### config.mk
export PLATFORM = sky130hd
export DESIGN_NAME = cyc_seq
export DESIGN_NICKNAME = d
export VERILOG_FILES = /design/src/rtl/cyc_seq_pkg.sv /design/src/rtl/cyc_seq_norm.sv /design/src/rtl/cyc_seq_strobe.sv /design/src/rtl/cyc_seq.sv
export SDC_FILE = /design/constraint.sdc
export NUM_CORES = 1
export LEC_CHECK = 0
export CAP_MARGIN = 20
export CORE_UTILIZATION = 45
export CTS_BUF_LIST = sky130_fd_sc_hd__clkbuf_8 sky130_fd_sc_hd__clkbuf_16
export CTS_CLUSTER_SIZE = 28
export DETAILED_ROUTE_END_ITERATION = 10
export PLACE_DENSITY = 0.68
export SLEW_MARGIN = 20
export SYNTH_ARGS = -nofsm -noshare
export SYNTH_HDL_FRONTEND = slang
export SYNTH_SLANG_ARGS = --single-unit
### constraint.sdc
create_clock -name clk -period 5.8 [get_ports clk]
set_input_delay 1.45 -clock clk [delete_from_list [all_inputs] [get_ports clk]]
set_output_delay 1.45 -clock clk [all_outputs]
set_load 0.01 [all_outputs]
### src/rtl/cyc_seq_pkg.sv
package cyc_seq_pkg;
    typedef enum logic [1:0] {
        PH_IDLE  = 2'd0,
        PH_FETCH = 2'd1,
        PH_DATA  = 2'd2,
        PH_STALL = 2'd3
    } phase_e;

    localparam int FETCH_T  = 4;
    localparam int XFER_MIN = 3;
    localparam int XFER_MAX = 5;
    localparam int KIND_W   = 2;
    localparam int STB_W    = 4;
    localparam int STB_FETCH = 0;
    localparam int STB_MRD   = 1;
    localparam int STB_MWR   = 2;
    localparam int STB_IO    = 3;
endpackage

### src/rtl/cyc_seq_norm.sv
module cyc_seq_norm
    import cyc_seq_pkg::*;
#(
    parameter int NSLOT   = 4,
    parameter int LEN_W   = 3,
    parameter int PFX_MAX = 2,
    parameter int PFX_W   = 2,
    parameter int CNT_W   = 3,
    parameter int SLOT_W  = 2
) (
    input  logic [PFX_W-1:0]       pfx_in,
    input  logic [CNT_W-1:0]       nd_in,
    input  logic [NSLOT*LEN_W-1:0] len_in,
    output logic [PFX_W-1:0]       pfx_out,
    output logic                   has_data,
    output logic [SLOT_W-1:0]      last_slot,
    output logic [NSLOT*LEN_W-1:0] len_out
);
    logic [CNT_W-1:0] nd_eff;

    always_comb begin
        pfx_out   = (pfx_in > PFX_W'(PFX_MAX)) ? PFX_W'(PFX_MAX) : pfx_in;
        nd_eff    = (nd_in > CNT_W'(NSLOT)) ? CNT_W'(NSLOT) : nd_in;
        has_data  = (nd_eff != '0);
        last_slot = SLOT_W'(nd_eff - 1'b1);
    end

    for (genvar i = 0; i < NSLOT; i++) begin : g_slot
        logic [LEN_W-1:0] raw;
        assign raw = len_in[i*LEN_W +: LEN_W];
        assign len_out[i*LEN_W +: LEN_W] =
            (raw < LEN_W'(XFER_MIN)) ? LEN_W'(XFER_MIN) :
            (raw > LEN_W'(XFER_MAX)) ? LEN_W'(XFER_MAX) : raw;
    end
endmodule

### src/rtl/cyc_seq_strobe.sv
module cyc_seq_strobe
    import cyc_seq_pkg::*;
(
    input  phase_e              ph,
    input  logic [KIND_W-1:0]   kind,
    output logic [STB_W-1:0]    strobe
);
    always_comb begin
        strobe = '0;
        if (ph == PH_FETCH) begin
            strobe[STB_FETCH] = 1'b1;
        end else if (ph == PH_DATA) begin
            if (kind[1])      strobe[STB_IO]  = 1'b1;
            else if (kind[0]) strobe[STB_MWR] = 1'b1;
            else              strobe[STB_MRD] = 1'b1;
        end
    end
endmodule

### src/rtl/cyc_seq.sv
module cyc_seq
    import cyc_seq_pkg::*;
#(
    parameter int NSLOT   = 4,
    parameter int LEN_W   = 3,
    parameter int PFX_MAX = 2,
    parameter int TAIL_W  = 2,
    localparam int PFX_W  = $clog2(PFX_MAX + 2),
    localparam int CNT_W  = $clog2(NSLOT + 1),
    localparam int SLOT_W = (NSLOT > 1) ? $clog2(NSLOT) : 1,
    localparam int M_W    = $clog2(PFX_MAX + NSLOT + 2)
) (
    input  logic                    clk,
    input  logic                    rst,
    input  logic                    desc_valid,
    output logic                    desc_ready,
    input  logic [PFX_W-1:0]        desc_pfx,
    input  logic [CNT_W-1:0]        desc_ndata,
    input  logic [NSLOT*KIND_W-1:0] desc_kind,
    input  logic [NSLOT*LEN_W-1:0]  desc_tlen,
    input  logic [TAIL_W-1:0]       desc_inc_tail,
    output logic [M_W-1:0]          m_idx,
    output logic [LEN_W-1:0]        t_idx,
    output logic [STB_W-1:0]        cyc_strobe,
    output logic                    done,
    output logic                    inc_wait
);
    typedef struct packed {
        phase_e                    ph;
        logic [M_W-1:0]            m;
        logic [LEN_W-1:0]          t;
        logic [PFX_W-1:0]          pleft;
        logic [SLOT_W-1:0]         slot;
        logic [SLOT_W-1:0]         last_slot;
        logic                      has_data;
        logic [NSLOT*KIND_W-1:0]   kind;
        logic [NSLOT*LEN_W-1:0]    len;
        logic [TAIL_W-1:0]         tail;
        logic [TAIL_W-1:0]         wait_cnt;
    } seq_st_t;

    seq_st_t st_d, st_q;

    logic [PFX_W-1:0]        n_pfx;
    logic                    n_has_data;
    logic [SLOT_W-1:0]       n_last_slot;
    logic [NSLOT*LEN_W-1:0]  n_len;
    logic [LEN_W-1:0]        cur_len;
    logic [KIND_W-1:0]       cur_kind;
    logic                    fetch_end, data_end, last_t, accept;

    cyc_seq_norm #(
        .NSLOT(NSLOT), .LEN_W(LEN_W), .PFX_MAX(PFX_MAX),
        .PFX_W(PFX_W), .CNT_W(CNT_W), .SLOT_W(SLOT_W)
    ) u_norm (
        .pfx_in    (desc_pfx),
        .nd_in     (desc_ndata),
        .len_in    (desc_tlen),
        .pfx_out   (n_pfx),
        .has_data  (n_has_data),
        .last_slot (n_last_slot),
        .len_out   (n_len)
    );

    cyc_seq_strobe u_strobe (
        .ph     (st_q.ph),
        .kind   (cur_kind),
        .strobe (cyc_strobe)
    );

    always_comb begin
        cur_len   = st_q.len[st_q.slot*LEN_W +: LEN_W];
        cur_kind  = st_q.kind[st_q.slot*KIND_W +: KIND_W];
        fetch_end = (st_q.ph == PH_FETCH) && (st_q.t == LEN_W'(FETCH_T));
        data_end  = (st_q.ph == PH_DATA) && (st_q.t == cur_len);
        last_t    = (fetch_end && (st_q.pleft == '0) && !st_q.has_data) ||
                    (data_end && (st_q.slot == st_q.last_slot));
        desc_ready = (st_q.ph == PH_IDLE) ||
                     (last_t && (st_q.tail == '0)) ||
                     ((st_q.ph == PH_STALL) && (st_q.wait_cnt == TAIL_W'(1)));
        accept = desc_valid && desc_ready;

        st_d = st_q;
        unique case (st_q.ph)
            PH_FETCH: begin
                if (fetch_end) begin
                    if (st_q.pleft != '0) begin
                        st_d.pleft = st_q.pleft - 1'b1;
                        st_d.m     = st_q.m + 1'b1;
                        st_d.t     = LEN_W'(1);
                    end else if (st_q.has_data) begin
                        st_d.ph   = PH_DATA;
                        st_d.slot = '0;
                        st_d.m    = st_q.m + 1'b1;
                        st_d.t    = LEN_W'(1);
                    end
                end else begin
                    st_d.t = st_q.t + 1'b1;
                end
            end
            PH_DATA: begin
                if (data_end) begin
                    if (st_q.slot != st_q.last_slot) begin
                        st_d.slot = st_q.slot + 1'b1;
                        st_d.m    = st_q.m + 1'b1;
                        st_d.t    = LEN_W'(1);
                    end
                end else begin
                    st_d.t = st_q.t + 1'b1;
                end
            end
            PH_STALL: begin
                st_d.wait_cnt = st_q.wait_cnt - 1'b1;
                if (st_q.wait_cnt == TAIL_W'(1)) st_d.ph = PH_IDLE;
            end
            default: ;
        endcase

        if (last_t) begin
            st_d.m = '0;
            st_d.t = '0;
            if (st_q.tail != '0) begin
                st_d.ph       = PH_STALL;
                st_d.wait_cnt = st_q.tail;
            end else begin
                st_d.ph = PH_IDLE;
            end
        end

        if (accept) begin
            st_d.ph        = PH_FETCH;
            st_d.m         = M_W'(1);
            st_d.t         = LEN_W'(1);
            st_d.pleft     = n_pfx;
            st_d.slot      = '0;
            st_d.last_slot = n_last_slot;
            st_d.has_data  = n_has_data;
            st_d.kind      = desc_kind;
            st_d.len       = n_len;
            st_d.tail      = desc_inc_tail;
            st_d.wait_cnt  = '0;
        end
    end

    always_ff @(posedge clk) begin
        if (rst) begin
            st_q <= '0;
        end else begin
            st_q <= st_d;
        end
    end

    assign m_idx    = st_q.m;
    assign t_idx    = st_q.t;
    assign done     = last_t;
    assign inc_wait = (st_q.ph == PH_STALL);
endmodule

# After elaboration in Yosys (flattened, before gate mapping)
# Index checks and enable logic that the tools add are counted.
[word_totals] reg_bits=39 elab_cells=139
[classes] add_sub_neg=6 n_mul=1 n_lt_le_gt_ge=10 eq_ne=29 shifts=2 n_mux=42 reduce_logical=35
[ops] operator="$mux 3" n=14
[ops] operator="$mux 38" n=1
[ops] operator="$mux 2" n=14
[ops] operator="$reduce_and 5->1" n=4
[ops] operator="$mux 8" n=2
[ops] operator="$ne 4x4->1 const B" n=4
[ops] operator="$gt 3x3->1 const B" n=5
[ops] operator="$lt 3x2->1 const B" n=4
[ops] operator="$mux 6" n=2
[ops] operator="$pmux 6 s2" n=1
[ops] operator="$reduce_bool 2->1" n=6
[ops] operator="$shiftx 12x5->3" n=1
[ops] operator="$ne 5x4->1 const B" n=2
[ops] operator="$ne 3x2->1 const B" n=3
[ops] operator="$ne 3x3->1 const B" n=3
[ops] operator="$reduce_and 3->1" n=3
[ops] operator="$logic_and 1x1->1" n=8
[ops] operator="$ne 2x2->1 const B" n=4
[ops] operator="$ne 4x3->1 const B" n=2
[ops] operator="$pmux 2 s2" n=2
[ops] operator="$reduce_bool 4->1" n=2
[ops] operator="$shiftx 8x4->2" n=1
[ops] operator="$add 3x1->3 const B" n=2
[ops] operator="$logic_not 2->1" n=3
[ops] operator="other kinds (22)" n=32

# Longest topological paths before layout
# Gate-level depths: netlist of the first run.
[depth] word_depth=12 ltp_mapped=10 ltp_nobuf=8

# Cells and area by module
# From an unflattened synthesis of the first run, not the netlist that was laid out.
[unflattened] hier_cells=265 area_unflattened_um2=2341.0
[modules_own_cells] module="cyc_seq" n_inst=1 cells_each=242 area_per_inst_um2=2194.6 seq_area_each_um2=780.7
[modules_own_cells] module="cyc_seq_norm" n_inst=1 cells_each=19 area_per_inst_um2=110.1 seq_area_each_um2=0.0
[modules_own_cells] module="cyc_seq_strobe" n_inst=1 cells_each=4 area_per_inst_um2=36.3 seq_area_each_um2=0.0

# Least setup slack after synthesis of the first run
# OpenSTA, ideal clock, no wires.
[synth_timing] path_type="reg2out" start="register st_q[27] in the netlist's numbering" end="output desc_ready" arrival_ns=1.950 t_required_ns=4.350 setup_slack_ns=2.400 stages_incl_launch_ff=7 cell_sequence="dfxtp_1 buf_6 mux4_2 xnor2_2 and2b_1 a21boi_0 a21o_1"
[synth_via] elab_chain_cells=9 word_cells_on_any_way=10 classes_between="1 x mul; 2 x eq/ne; 1 x shift; 6 x reduce/logical"
[synth_lines] element="from (decl)" line="cyc_seq.sv:42" text="seq_st_t st_d, st_q;"
[synth_lines] element="from (signal assigned)" line="cyc_seq.sv:149" text="st_q <= st_d;"
[synth_lines] element="$mul 2x2->4" line="cyc_seq.sv:72" text="cur_len = st_q.len[st_q.slot*LEN_W +: LEN_W];"
[synth_lines] element="$shiftx 12x5->3" line="cyc_seq.sv:72"
[synth_lines] element="$eq 3x3->1" line="cyc_seq.sv:75" text="data_end = (st_q.ph == PH_DATA) && (st_q.t == cur_len);"
[synth_lines] element="$logic_and 1x1->1" line="cyc_seq.sv:75"
[synth_lines] element="$logic_and 1x1->1 (*)" line="cyc_seq.sv:77" text="(data_end && (st_q.slot == st_q.last_slot));"
[synth_lines] element="$logic_or 1x1->1 (*)" line="cyc_seq.sv:76" text="last_t = (fetch_end && (st_q.pleft == '0) && !st_q.has_data) ||"
[synth_lines] element="$logic_and 1x1->1 (*)" line="cyc_seq.sv:79" text="(last_t && (st_q.tail == '0)) ||"
[synth_lines] element="$logic_or 1x1->1 (*)" line="cyc_seq.sv:78" text="desc_ready = (st_q.ph == PH_IDLE) ||"
[synth_lines] element="$logic_or 1x1->1 (*)" line="cyc_seq.sv:79"
[synth_lines] element="to (decl)" line="cyc_seq.sv:16" text="output logic desc_ready,"
# Mark *: on every way between the ends. The rest lies on a longest branch, timed or not.

# Final worst setup path of the first run
# Ends and elaborated chain as after synthesis.

==> results_dict.tcl, run 1 <==
set metrics [dict create \
    status "complete, no violations" \
    die_w_microns 74.8 \
    dieHeight_microns 74.8 \
    ir_worst_vdd_mv 0.158 \
    whs_endpoint "st_q[17]" \
    startpoint_type "register" \
    grt_pass1_vias 2062 \
    ctsRootBufferMaster "clkbuf_8" \
    cts_tree "done" \
    route.detailed.wl_per_inst_microns 14.5 \
    clkLatencyLatePin_ns 0.29 \
    grt_max_degree 38 \
    path_clk_slew_ns 0.08 \
    crit_arrival_ns 3.25 \
    drt_iter0_markers 131 \
    reg2reg_from "t_idx[1]" \
    vias 2210 \
    p_leak_uw 0.000987 \
    cts_max_level 2 \
    maxSlewHeadroom_pct 35.5 \
    hold_start "st_q[17]" \
    finClkSkew_ns 0.00990 \
    drive_gt1_share_pct 6.11 \
    endpoint_kind "primary output" \
    total_power_uw 758 \
    avgSynthCellArea_sq_um 8.39 \
    min_period_ns 4.70 \
    hold_viol_final 0 \
    synth_cell_types 50 \
    dp_hpwl_microns 4030 \
    clk_path_buf_depth 2 \
    track_usage_pct 22.7 \
    synth_top_area_cell "dfxtp_1" \
    diodes 0 \
    holdBufCountCts 0 \
    yosys-top-cells-area "dfxtp_1 (33%), a21oi_1 (5.2%), ha_1 (5.2%)" \
    drv_slew 0 \
    dieArea_sq_mm 0.00559 \
    overflow 0 \
    synthesis.area_sq_mm 0.00238 \
    layout.nets 350 \
    cp_max_fo 10 \
    final-setup-viol-count 0 \
    final_cell_mix "clkdlybuf4s50_1 (42), dfxtp_1 (39), a21oi_1 (25)" \
    cellPowerDensity_mw_per_mm2 265 \
    rows 26 \
    coreArea_sq_mm 0.00511 \
    rsz0062_at_grt "false" \
    dr.pass1.iters 4 \
    antenna_found_initial 0 \
    synthCells 284 \
    clock.fmax_mhz 213 \
    synth.top_cell.area_share_pct 32.8 \
    routed_wl_microns 5520 \
    final_common_cell "clkdlybuf4s50_1" \
    cts.sinks 39 \
    hold_path_class "register to register" \
    cts_resized 0 \
    antenna_left 0 \
    synthFlopType "dfxtp_1" \
    holdPathStages 2 \
    tns_ns 0 \
    gp_congestion 0.876 \
    tightest_slew_ns 0.967 \
    cp.required_ns 4.35 \
    io_buffers 42 \
    reg2reg_to "st_q[27]" \
    viasPerCell 5.80 \
    initial_core_util_pct 46.7 \
    period_share_pct 80.9 \
    yosysSeqAreaShare_pct 32.8 \
    remaining_drc_errors 0 \
    grt_pass1_wl_microns 9710 \
    synthArstFlopShare_pct 0 \
    cts_buffers 5 \
    ys_seq_elements 39 \
    crit_type "register to primary output" \
    synthToLayoutAreaGrowth_pct 20.1 \
    io_pins 43 \
    post_cts_buffers 0 \
    r2r_slack_ns 2.74 \
    cap_violations 0 \
    synth_edf_count 0 \
    r2r_cells 8 \
    yosysWarnings 0 \
    syn_nets 324 \
]
## per-layer routing
metal	up-vias	routed length, microns	GRT usage, %
met2	70	2620	36.8
met3	6	234	4.42
met4	0	76	8.81
li1	1085	-	-
met1	1049	2590	29.9
met5	-	0	0
## power breakdown
part           internal [uW]  switching (uW)  total [uW]
registers                294            20.6         314
clock network            139            98.0         237
logic                   94.3             112         206
total                    527             230         758
## cell usage after synthesis (2+ instances only)
master	number
o21ai_1	5
nand2b_1	4
a31o_2	3
a311oi_1	7
nand3_1	21
a21oi_1	25
nor3_1	12
ha_1	10
dfxtp_1	39
clkbuf_1	9
mux4_1	2
a31oi_1	4
buf_6	4
and2_1	4
buf_2	3
a21o_1	2
o211ai_1	4
xnor2_1	8
a211oi_1	9
mux2i_1	6
nand2_1	16
nor2b_1	4
nor3b_1	3
inv_1	13
o21ai_0	22
buf_4	9
nor2_1	13
## critical path: stages, from the launching register on
cell and delay (ns):
dfxtp_1 0.66, mux4_2 0.63, xnor2_2 0.25, and2b_1 0.17
a21boi_0 0.53, a21o_1 0.19, clkdlybuf4s50_1 0.53
## through the flow
step           std cells  util (%)  hold WS, ns  cell area (sq um)  setup slack (ns)
2_1_floorplan        284         -        0.439               2380              2.40
3_3_place_gp         373      53.7        0.452               2750              1.48
3_5_place_dp         373      53.7        0.459               2750              1.44
4_1_cts              381      56.1        0.470               2860              1.11
5_1_grt              381      56.1        0.492               2860             0.950
6_report             381      56.1        0.467               2860              1.10
## cell type report
cell class	instances	area, sq um
clock inverters	2	35.0
inverters	13	48.8
multi-input cells	207	1390
flip-flops and latches	39	781
well taps	70	87.6
clock buffers	6	82.6
repair buffers	44	435
fillers	483	2240
## cell families after synthesis
logic type / after synthesis / share of synthesized area (%)
AND/OR/NAND/NOR: 89 / 19.7
AO/OA/AOI/OAI: 90 / 24.2
buffers and inverters: 38 / 8.82
flip-flops: 39 / 32.8
adder cells (fa/ha/maj): 10 / 5.25
XOR/XNOR: 9 / 3.62
multiplexers: 9 / 5.67
## sequential cells by signal, indices dropped and copies added (netlist names)
register  cells
m_idx         3
st_q         33
t_idx         3
## worst max-delay path by stage
stage,end,startpoint,slack (ns),cells past startpoint
after global placement,desc_ready,st_q[27],1.48,6
after floorplan,desc_ready,st_q[27],2.40,6
final,desc_ready,st_q[27],1.10,6
after global routing,desc_ready,st_q[27],0.95,6
after CTS,desc_ready,st_q[27],1.11,6
after detailed placement,desc_ready,st_q[27],1.44,6
No activity file was read; power rests on OpenSTA's default activity.
==> run 2, diff against run 1 <==
- PLACE_DENSITY: 0.68 -> 0.71
- clock period: 5.8 -> 4.25 ns (I/O delays scaled with it)
==> run 2 against run 1 <==
Effect of this change:
- routed wire length is 2.3% lower
- utilization is 0.34 points higher
- largest cell class unchanged
- critical endpoint unchanged
- setup slack worse by 0.91 ns
- largest power group unchanged
- worst hold slack better by 0.0027 ns
==> results_dict.tcl, run 2 (synthesized netlist as in run 1, its figures left out) <==
set metrics [dict create \
    status "complete, no violations" \
    slowest_stage "mux4_2" \
    die_w_microns 74.8 \
    routed_wl_microns 5400 \
    finClkSkew_ns 0.00581 \
    initial_core_util_pct 46.7 \
    regMostFlops "st_q" \
    io_buffers 42 \
    gp_congestion 0.972 \
    post_cts_buffers 0 \
    crit_family "compound AO/OA/AOI/OAI gates" \
    cap_violations 0 \
    cts_resized 0 \
    grt_pass1_wl_microns 8910 \
    p_leak_uw 0.00100 \
    diodes 0 \
    dieHeight_microns 74.8 \
    period_share_pct 95.5 \
    layout.nets 353 \
    remaining_drc_errors 0 \
    final_common_cell "clkdlybuf4s50_1" \
    overflow 0 \
    clkLatencyLatePin_ns 0.30 \
    path_clk_slew_ns 0.08 \
    hold_viol_final 0 \
    cp.buffers_inverters 1 \
    ir_worst_vdd_mv 0.197 \
    coreArea_sq_mm 0.00511 \
    antenna_found_initial 0 \
    drt_iter0_markers 142 \
    drv_slew 0 \
    min_period_ns 4.06 \
    tightest_slew_ns 0.985 \
    cts_tree "done" \
    power_frac_comb_pct 27.9 \
    max_stage_delay_ns 0.59 \
    ctsRootBufferMaster "clkbuf_8" \
    pwr-share-seq_pct 41.8 \
    route.detailed.wl_per_inst_microns 14.1 \
    cts_buffers 5 \
    maxSlewHeadroom_pct 33.9 \
    dp_hpwl_microns 3950 \
    cts.sinks 39 \
    power.internal_uw 708 \
    dieArea_sq_mm 0.00559 \
    power.switching_uw 317 \
    cp_max_fo 6 \
    dr.pass1.iters 4 \
    cts_max_level 2 \
    tns_ns 0 \
    clock_power_share_pct 30.4 \
    total_power_uw 1030 \
    antenna_left 0 \
    holdBufCountCts 0 \
    synthToLayoutAreaGrowth_pct 20.8 \
    global_route.usage.met2_pct 31.8 \
    drive_gt1_share_pct 7.01 \
    cp.required_ns 3.19 \
    grt_max_degree 38 \
    switching_share_pct 30.9 \
    rsz0062_at_grt "false" \
    endpoint_kind "primary output" \
    io_pins 43 \
    clk_path_buf_depth 2 \
    clock.fmax_mhz 246 \
    crit_type "register to primary output" \
    crit_arrival_ns 3.00 \
    grt_pass1_vias 1888 \
    startpoint_type "register" \
    final_cell_mix "clkdlybuf4s50_1 (42), dfxtp_1 (39), a21oi_1 (25)" \
    track_usage_pct 21.2 \
    vias 2171 \
    final-setup-viol-count 0 \
    viasPerCell 5.65 \
    rows 26 \
    largest_reg_flops 33 \
    grt_use_met1_pct 29.8 \
    grt_use_met3_pct 3.75 \
    hold_path_class "register to register" \
    top_usage_layer "met2" \
    path_cells "mux4_2, xnor2_2, and2b_1, a21boi_0, a21o_1, clkdlybuf4s50_1" \
    cellPowerDensity_mw_per_mm2 356 \
]
==> run 2: worst reg2reg max path: cells and delay by family (launching register included) <==
family / cells / cell delay (ns)
adders and majority gates: 1 / 0.40
AOI/OAI and AO/OA: 2 / 0.53
buffers and inverters: 2 / 0.37
DFF: 1 / 0.35
and+or+nand+nor: 4 / 1.22
==> run 2: layout make-up <==
type / instances / area, sq um
multi-input combinational: 207 / 1390
clock buffer: 5 / 68.8
fill: 482 / 2230
timing repair buffer: 47 / 458
inverter: 13 / 48.8
clock inverter: 3 / 43.8
tap: 70 / 87.6
sequential: 39 / 781
==> run 2: layer usage <==
layer / part of all wire [%] / vias up
met5: 0 / -
met3: 3.7 / 10
met1: 48 / 1017
met4: 2.0 / 0
li1: - / 1086
met2: 46 / 58
==> run 2: per-stage QoR <==
stage / setup WS (ns) / cell area (sq um) / hold WS (ns) / utilization [%] / std cells
floorplan: 1.24 / 2380 / 0.439 / - / 284
global placement: 0.556 / 2770 / 0.452 / 54.2 / 376
detailed placement: 0.521 / 2770 / 0.459 / 54.2 / 376
CTS: 0.164 / 2880 / 0.469 / 56.4 / 384
global route: 0.0143 / 2880 / 0.487 / 56.4 / 384
finish: 0.192 / 2880 / 0.469 / 56.4 / 384
==> run 2: path summary, 6_finish.rpt <==
check	from	endpoint	slack (ns)	cells past startpoint
min reg2reg	st_q[22]	st_q[22]	0.47	2
min	st_q[22]	st_q[22]	0.47	2
max	st_q[27]	desc_ready	0.19	6
max reg2reg	st_q[38]	st_q[24]	1.30	9
==> run 2: power by group through the flow <==
stage | sequential [uW] | combinational (uW) | clock [uW]
after CTS | 428 | 285 | 316
final | 429 | 286 | 311
after floorplan | 427 | 207 | 0
after global placement | 437 | 281 | 0
after global routing | 433 | 323 | 329
after detailed placement | 437 | 283 | 0
